<file path="src/rtl/wib_pkg.sv">
package wib_pkg;
  localparam int CMD_W = 4;
  localparam logic [CMD_W-1:0] CMD_MWI = 4'hF;
  localparam logic [CMD_W-1:0] CMD_MW  = 4'h7;
endpackage

</file>
<file path="src/rtl/wib_line_check.sv">
module wib_line_check #(
  parameter int SIZE_W   = 8,
  parameter int ADDR_W   = 10,
  parameter int MAX_LINE = 16
) (
  input  logic [SIZE_W-1:0] line_words,
  output logic              line_ok,
  output logic              line_is_max,
  output logic [ADDR_W-1:0] line_mask
);
  logic [SIZE_W-1:0] size_m1;

  always_comb begin
    size_m1     = line_words - SIZE_W'(1);
    line_ok     = (line_words != '0) && ((line_words & size_m1) == '0)
                  && (line_words <= SIZE_W'(MAX_LINE));
    line_is_max = line_ok && (line_words == SIZE_W'(MAX_LINE));
    line_mask   = line_ok ? ADDR_W'(size_m1) : '0;
  end
endmodule

</file>
<file path="src/rtl/wib_addr_track.sv">
module wib_addr_track #(
  parameter int ADDR_W = 10
) (
  input  logic              clk,
  input  logic              rst_n,
  input  logic              load,
  input  logic [ADDR_W-1:0] load_addr,
  input  logic              step,
  input  logic [ADDR_W-1:0] mask,
  output logic              at_edge
);
  logic [ADDR_W-1:0] addr_q;

  always_ff @(posedge clk or negedge rst_n) begin
    if (!rst_n)    addr_q <= '0;
    else if (load) addr_q <= load_addr;
    else if (step) addr_q <= addr_q + ADDR_W'(1);
  end

  // the Dword on the bus closes a line when its masked low bits are all ones
  assign at_edge = ((addr_q & mask) == mask);
endmodule

</file>
<file path="src/rtl/wib_stop_ctl.sv">
module wib_stop_ctl #(
  parameter int FREE_W     = 6,
  parameter int REFILL_MIN = 8
) (
  input  logic              clk,
  input  logic              rst_n,
  input  logic              go,
  input  logic              take,
  input  logic              last,
  input  logic              mwi_on,
  input  logic              line_max,
  input  logic              at_edge,
  input  logic [FREE_W-1:0] buf_free,
  output logic              active,
  output logic              stop,
  output logic              downgrade
);
  logic [FREE_W-1:0] free_left;
  logic              edge_hit, fill_hit, stop_set;

  always_comb begin
    free_left = buf_free - FREE_W'(1);
    edge_hit  = mwi_on && at_edge;
    fill_hit  = (free_left == '0);
    stop_set  = take && (fill_hit ||
                (edge_hit && (line_max || (free_left < FREE_W'(REFILL_MIN)))));
    downgrade = take && mwi_on && !edge_hit && (fill_hit || last);
  end

  always_ff @(posedge clk or negedge rst_n) begin
    if (!rst_n) begin
      active <= 1'b0;
      stop   <= 1'b0;
    end else if (go) begin
      active <= 1'b1;
      stop   <= 1'b0;
    end else begin
      if (take && last) active <= 1'b0;
      if (stop_set)     stop   <= 1'b1;
    end
  end
endmodule

</file>
<file path="src/rtl/wib_burst_gate.sv">
module wib_burst_gate
  import wib_pkg::*;
#(
  parameter int SIZE_W     = 8,
  parameter int ADDR_W     = 10,
  parameter int FREE_W     = 6,
  parameter int MAX_LINE   = 16,
  parameter int REFILL_MIN = 8
) (
  input  logic              clk,
  input  logic              rst_n,
  input  logic [SIZE_W-1:0] line_words,
  input  logic              addr_go,
  input  logic [CMD_W-1:0]  cmd_in,
  input  logic [ADDR_W-1:0] addr_in,
  input  logic              dat_valid,
  input  logic              dat_last,
  output logic              dat_ready,
  output logic              dat_take,
  input  logic [FREE_W-1:0] buf_free,
  output logic              stop_req,
  output logic [CMD_W-1:0]  fwd_cmd
);
  logic              line_ok, line_is_max;
  logic [ADDR_W-1:0] line_mask;
  logic              mwi_q, max_q;
  logic [ADDR_W-1:0] mask_q;
  logic              at_edge, active, downgrade;
  logic              is_mwi_cmd;

  wib_line_check #(.SIZE_W(SIZE_W), .ADDR_W(ADDR_W), .MAX_LINE(MAX_LINE)) u_check (
    .line_words (line_words),
    .line_ok    (line_ok),
    .line_is_max(line_is_max),
    .line_mask  (line_mask)
  );

  assign is_mwi_cmd = (cmd_in == CMD_MWI);

  // line settings are frozen for the life of one transaction
  always_ff @(posedge clk or negedge rst_n) begin
    if (!rst_n) begin
      mwi_q  <= 1'b0;
      max_q  <= 1'b0;
      mask_q <= '0;
    end else if (addr_go) begin
      mwi_q  <= is_mwi_cmd && line_ok;
      max_q  <= line_is_max;
      mask_q <= line_mask;
    end
  end

  assign dat_ready = active && !stop_req && !addr_go && (buf_free != '0);
  assign dat_take  = dat_valid && dat_ready;

  wib_addr_track #(.ADDR_W(ADDR_W)) u_addr (
    .clk      (clk),
    .rst_n    (rst_n),
    .load     (addr_go),
    .load_addr(addr_in),
    .step     (dat_take),
    .mask     (mask_q),
    .at_edge  (at_edge)
  );

  wib_stop_ctl #(.FREE_W(FREE_W), .REFILL_MIN(REFILL_MIN)) u_stop (
    .clk      (clk),
    .rst_n    (rst_n),
    .go       (addr_go),
    .take     (dat_take),
    .last     (dat_last),
    .mwi_on   (mwi_q),
    .line_max (max_q),
    .at_edge  (at_edge),
    .buf_free (buf_free),
    .active   (active),
    .stop     (stop_req),
    .downgrade(downgrade)
  );

  always_ff @(posedge clk or negedge rst_n) begin
    if (!rst_n)
      fwd_cmd <= '0;
    else if (addr_go)
      fwd_cmd <= is_mwi_cmd ? (line_ok ? CMD_MWI : CMD_MW) : cmd_in;
    else if (downgrade)
      fwd_cmd <= CMD_MW;
  end
endmodule

</file>
<file path="config.mk">
export PLATFORM = sky130hd
export DESIGN_NAME = wib_burst_gate
export DESIGN_NICKNAME = d
export VERILOG_FILES = /design/src/rtl/wib_pkg.sv /design/src/rtl/wib_line_check.sv /design/src/rtl/wib_addr_track.sv /design/src/rtl/wib_stop_ctl.sv /design/src/rtl/wib_burst_gate.sv
export SDC_FILE = /design/constraint.sdc
export NUM_CORES = 1
export LEC_CHECK = 0
export BUFFER_PORTS_ARGS = -buffer_cell sky130_fd_sc_hd__buf_2
export CAP_MARGIN = 20
export CORE_UTILIZATION = 46
export CTS_CLUSTER_SIZE = 8
export DETAILED_ROUTE_END_ITERATION = 8
export GPL_ROUTABILITY_DRIVEN = 1
export PLACE_DENSITY_LB_ADDON = 0.05
export SLEW_MARGIN = 20
export SYNTH_ARGS = -nofsm -noshare
export SYNTH_HDL_FRONTEND = slang
export SYNTH_SLANG_ARGS = --single-unit
</file>
<file path="constraint.sdc">
create_clock -name clk -period 1.5 [get_ports clk]
set_input_delay 0.15 -clock clk [delete_from_list [all_inputs] [get_ports clk]]
set_output_delay 0.15 -clock clk [all_outputs]
set_load 0.01 [all_outputs]
</file>
==> results summary <==
The die area is 0.00326 mm². The final clock period utilization by the worst path came out at 128%. In this run the cell area of the synthesized design comes to 0.00140 mm². The type of the most critical hold path is input port to register. The fraction of the yosys area taken by sequential cells is 43.0%. The number of antenna diodes came out at 0.

After detailed routing, the average wire length per cell comes to 15.7 µm. Tracing the worst setup path back leads to its startpoint at line_words[2]. The number of global-route vias before repair was 1364. The data arrival at the endpoint of the critical path came out at 2.17 ns. The floorplan step defined a core boundary enclosing 0.00281 mm². The power per standard cell area came out at 738 mW/mm².

The switching power came out at 0.000429 W. The fmax is 523 MHz. For this run the aggregate overflow at the end of global routing stands at 0.

The final layout contains 259 nets. The slowest cell on the critical path is sky130_fd_sc_hd__or3_4. The row count is 19. The leakage power total is 0.995 nW.

Once the floorplan was initialized, standard cells occupied 49.8% of the core. The post-detailed-route DRC marker count is 6. The portion of netlist area occupied by mux cells came out at 1.52%. The cell taking the most area after synthesis is sky130_fd_sc_hd__dfrtp_1.

The total detailed-routing wirelength came out at 3.87 mm. The clock network burns 30.9% of the power. The growth of design area from synthesis to finish is 52.2%. The worst stage delay on the critical path is 0.37 ns. STA classifies the critical path startpoint as an input port. TritonCTS built the clock tree. The number of antenna violations at the first check in global routing is 0. The utilization after layout came out at 75.8%. The largest clock skew in the final design came out at 0.0195 ns.

The internal power of the cells is 0.00114 W. The post-synthesis cell count is 145. The number of setup violations in the final report came out at 12. Synthesis inferred 24 register bits. The global-route usage over all layers is 24.5%. The startpoint identified for the worst hold timing path is addr_in[2]. After synthesis, the mean cell area works out to 9.63 µm². Buffers inserted during clock tree synthesis total 3. The number of sinks handled by clock tree synthesis came out at 24.

The number of max-capacitance violations reported came out at 0. Ranked by total cell area, the synthesized netlist is headed by sky130_fd_sc_hd__dfrtp_1, sky130_fd_sc_hd__ha_1, sky130_fd_sc_hd__o22ai_1. In this run, flip-flops and latches consume 46.0% of the power.

The kind of end point of the critical path is a register. Dividing the detail-routed via count by the number of cells gives 5.62. The placer congestion estimate came out at 0.859. The fraction of final layout cells with drive strength greater than 1 came out at 49.3%.

The pre-CTS setup slack came out at -0.703 ns. The initial DRC count is 50. The dominant combinational cell family by area after synthesis is compound AO/OA/AOI/OAI gates. The checks that failed: DRC, setup timing.

The number of max-slew violations in the final report is 0. The share of the synthesized area in compound gates (AO/OA/AOI/OAI) is 21.0%. Clock latency on the worst-skew pair, taken at its later pin, is 0.33 ns. The endpoint required time on the critical path is 1.76 ns.

The adder and majority gate portion of the synthesized area is 8.96%. The largest vdd supply drop came out at 0.548 mV. The first detailed-routing pass took 6 iterations. The top cell type by area accounts for 43.0% of the synthesized area. By instance count, the cell type seen most on the critical path is sky130_fd_sc_hd__or3_4. The startpoint of the worst-slack reg-to-reg timing path is mask_q[4]. Headroom to the max-slew limit came out at 63.5%.

Broken down by cell family, the worst path's largest delay share belongs to simple AND/OR/NAND/NOR gates. The number of distinct library cell variants in the gate-level netlist after synthesis is 35. The cell sitting at the root of the clock tree is a sky130_fd_sc_hd__clkbuf_4.

The die outline height came out at 57.1 µm. The first global-routing pass estimated 6.17 mm of wire. The post-route antenna net violation count came out at 0. Per report_power, the combinational group accounts for 23.2% of the total.

The buffer and inverter count on the worst path is 1. The maximum fanout along the worst path is 5. Synthesis produced a netlist with a net count of 188. The net switching fraction of the power is 27.3%. The die is 57.1 µm wide.

Setup repair after global routing could not meet its margin everywhere. Across all setup checks in the final design, the least slack found is -0.414 ns. The clock slew at the register clock pins of the worst setup and hold paths came out at 0.16 ns.

The final number of hold-violating endpoints is 0. The clock passes through at most 2 buffers. Buffers placed on the I/O ports in this run total 37. The boundary pin count is 40. Subtracting the final worst setup slack from the clock period gives 1.91 ns. The critical path goes through buf_6 > or3_4 > or3_4 > nand2b_4 > ha_4 > nor4_4 > nand3_2 > nor2_4 > nand2_4 > o22ai_1.

The flow ran to the end, but the final reports show violations. For this run, the number of Yosys warnings is 0. CTS built an H-tree with a depth of 1. The xor and xnor area share after synthesis came out at 1.25%. The simple-gate area share of the yosys netlist came out at 18.0%. The placed wire-length estimate is 2.63 mm. The register-to-register path setup slack is 0.05 ns.

The maximum number of pins on one net before global-route repair is 34. The worst setup path is of the input port to register kind. The via count came out at 1382.

At the pin with the least slew margin, the transition time is 0.548 ns.
==> power by group through the flow <==
stage	Clock [W]	Combinational, W	Sequential, W
finish	0.000484	0.000363	0.000722
detailed placement	0	0.000303	0.000735
global route	0.000508	0.000400	0.000728
floorplan	0	0.000134	0.000734
global placement	0	0.000291	0.000734
CTS	0.000481	0.000326	0.000722
==> per-layer routing <==
layer	track usage [%]	wire length, µm
met5	0	0
met4	6.27	42
met3	2.72	136
met2	42.5	2010
met1	32.8	1680
==> sequential cells by signal, summed over array words and instances, names as in the netlist <==
register       cells
u_stop.active      1
fwd_cmd            4
u_addr.addr_q      8
mwi_q              1
max_q              1
mask_q             8
u_stop.stop        1
==> cell usage after synthesis <==
library cell,number
sky130_fd_sc_hd__a31oi_1,2
sky130_fd_sc_hd__o22ai_1,15
sky130_fd_sc_hd__nor3b_1,1
sky130_fd_sc_hd__nand2b_1,6
sky130_fd_sc_hd__inv_1,18
sky130_fd_sc_hd__o311ai_0,2
sky130_fd_sc_hd__nor3_1,1
sky130_fd_sc_hd__dfrtp_1,24
sky130_fd_sc_hd__nor2_4,1
sky130_fd_sc_hd__o211ai_1,2
sky130_fd_sc_hd__nor2_1,8
sky130_fd_sc_hd__and3_1,2
sky130_fd_sc_hd__a21oi_1,1
sky130_fd_sc_hd__mux2_2,1
sky130_fd_sc_hd__a32oi_1,3
sky130_fd_sc_hd__nand4_1,1
sky130_fd_sc_hd__nand2_1,8
sky130_fd_sc_hd__or3_1,4
sky130_fd_sc_hd__nand3_1,5
sky130_fd_sc_hd__o2111ai_4,1
sky130_fd_sc_hd__nor4_1,4
sky130_fd_sc_hd__o21ai_0,7
sky130_fd_sc_hd__clkbuf_1,3
sky130_fd_sc_hd__nor3_2,1
sky130_fd_sc_hd__xor2_1,2
sky130_fd_sc_hd__or4_4,1
sky130_fd_sc_hd__o31ai_1,1
sky130_fd_sc_hd__mux2i_1,1
sky130_fd_sc_hd__ha_1,10
sky130_fd_sc_hd__a221o_1,1
sky130_fd_sc_hd__and2_4,1
sky130_fd_sc_hd__or2_2,1
sky130_fd_sc_hd__o21ai_2,2
sky130_fd_sc_hd__inv_6,1
sky130_fd_sc_hd__o31a_1,3
==> cells in the final DEF (no fill, tap or decap), types with 3 or more instances in the layout <==
cell type / count
sky130_fd_sc_hd__a32oi_1: 3
sky130_fd_sc_hd__buf_2: 31
sky130_fd_sc_hd__buf_4: 28
sky130_fd_sc_hd__buf_6: 7
sky130_fd_sc_hd__clkbuf_4: 3
sky130_fd_sc_hd__dfrtp_1: 24
sky130_fd_sc_hd__ha_1: 7
sky130_fd_sc_hd__inv_1: 15
sky130_fd_sc_hd__nand2_1: 7
sky130_fd_sc_hd__nand2b_1: 5
sky130_fd_sc_hd__nand3_1: 4
sky130_fd_sc_hd__nor2_1: 6
sky130_fd_sc_hd__nor2_4: 3
sky130_fd_sc_hd__o21ai_0: 5
sky130_fd_sc_hd__o22ai_1: 8
sky130_fd_sc_hd__o22ai_2: 7
sky130_fd_sc_hd__o31a_1: 3
sky130_fd_sc_hd__or3_4: 3
==> worst register-to-register path, delay by kind of cell (launching register included) <==
family,cells,cell delay (ns)
DFF,1,0.39
buffers and inverters,2,0.28
AOI/OAI and AO/OA,2,0.34
and+or+nand+nor,2,0.35
==> cell type report <==
| class | count | area (µm²) |
|---|---|---|
| multi-input cells | 100 | 881 |
| clock inverters | 1 | 30.0 |
| repair buffers | 68 | 474 |
| clock buffers | 3 | 22.5 |
| inverters | 19 | 78.8 |
| fillers | 195 | 679 |
| flip-flops and latches | 24 | 601 |
| well taps | 31 | 38.8 |
==> stage by stage <==
step	cell area [µm²]	instances	hold WS [ns]	TNS, ns	power [W]
after floorplan	1400	145	-0.146	-4.82	0.000868
after global placement	1820	236	0.155	-8.60	0.00102
after detailed placement	1820	236	0.165	-9.54	0.00104
after CTS	1990	242	0.00690	-3.09	0.00153
after global routing	2130	246	0.00845	-5.00	0.00164
final	2130	246	0.000955	-4.02	0.00157
==> logic make-up after synthesis <==
kind of cell,count (synthesis)
xor gates and xnor gates,2
DFF,24
adders and majority gates,10
muxes,2
buffers and inverters,22
AOI/OAI and AO/OA,40
and+or+nand+nor,45
==> path summary, 6_finish.rpt <==
path / cells past startpoint / to
worst max-delay path: 10 / mask_q[4]
worst min-delay path: 3 / u_addr.addr_q[2]
worst max register to register: 6 / fwd_cmd[1]
worst min register to register: 1 / fwd_cmd[2]
max in group asynchronous: 2 / mask_q[0]
min in group asynchronous: 2 / fwd_cmd[1]
==> what timing repair did <==
item	in CTS	in global routing
hold endpoints to repair	24	0
pin swaps	2	7
hold buffers	1	0
setup buffers	1	4
cloned	1	0
setup endpoints to repair	16	18
gates resized for setup	19	21
No activity file was read; power rests on OpenSTA's default activity.
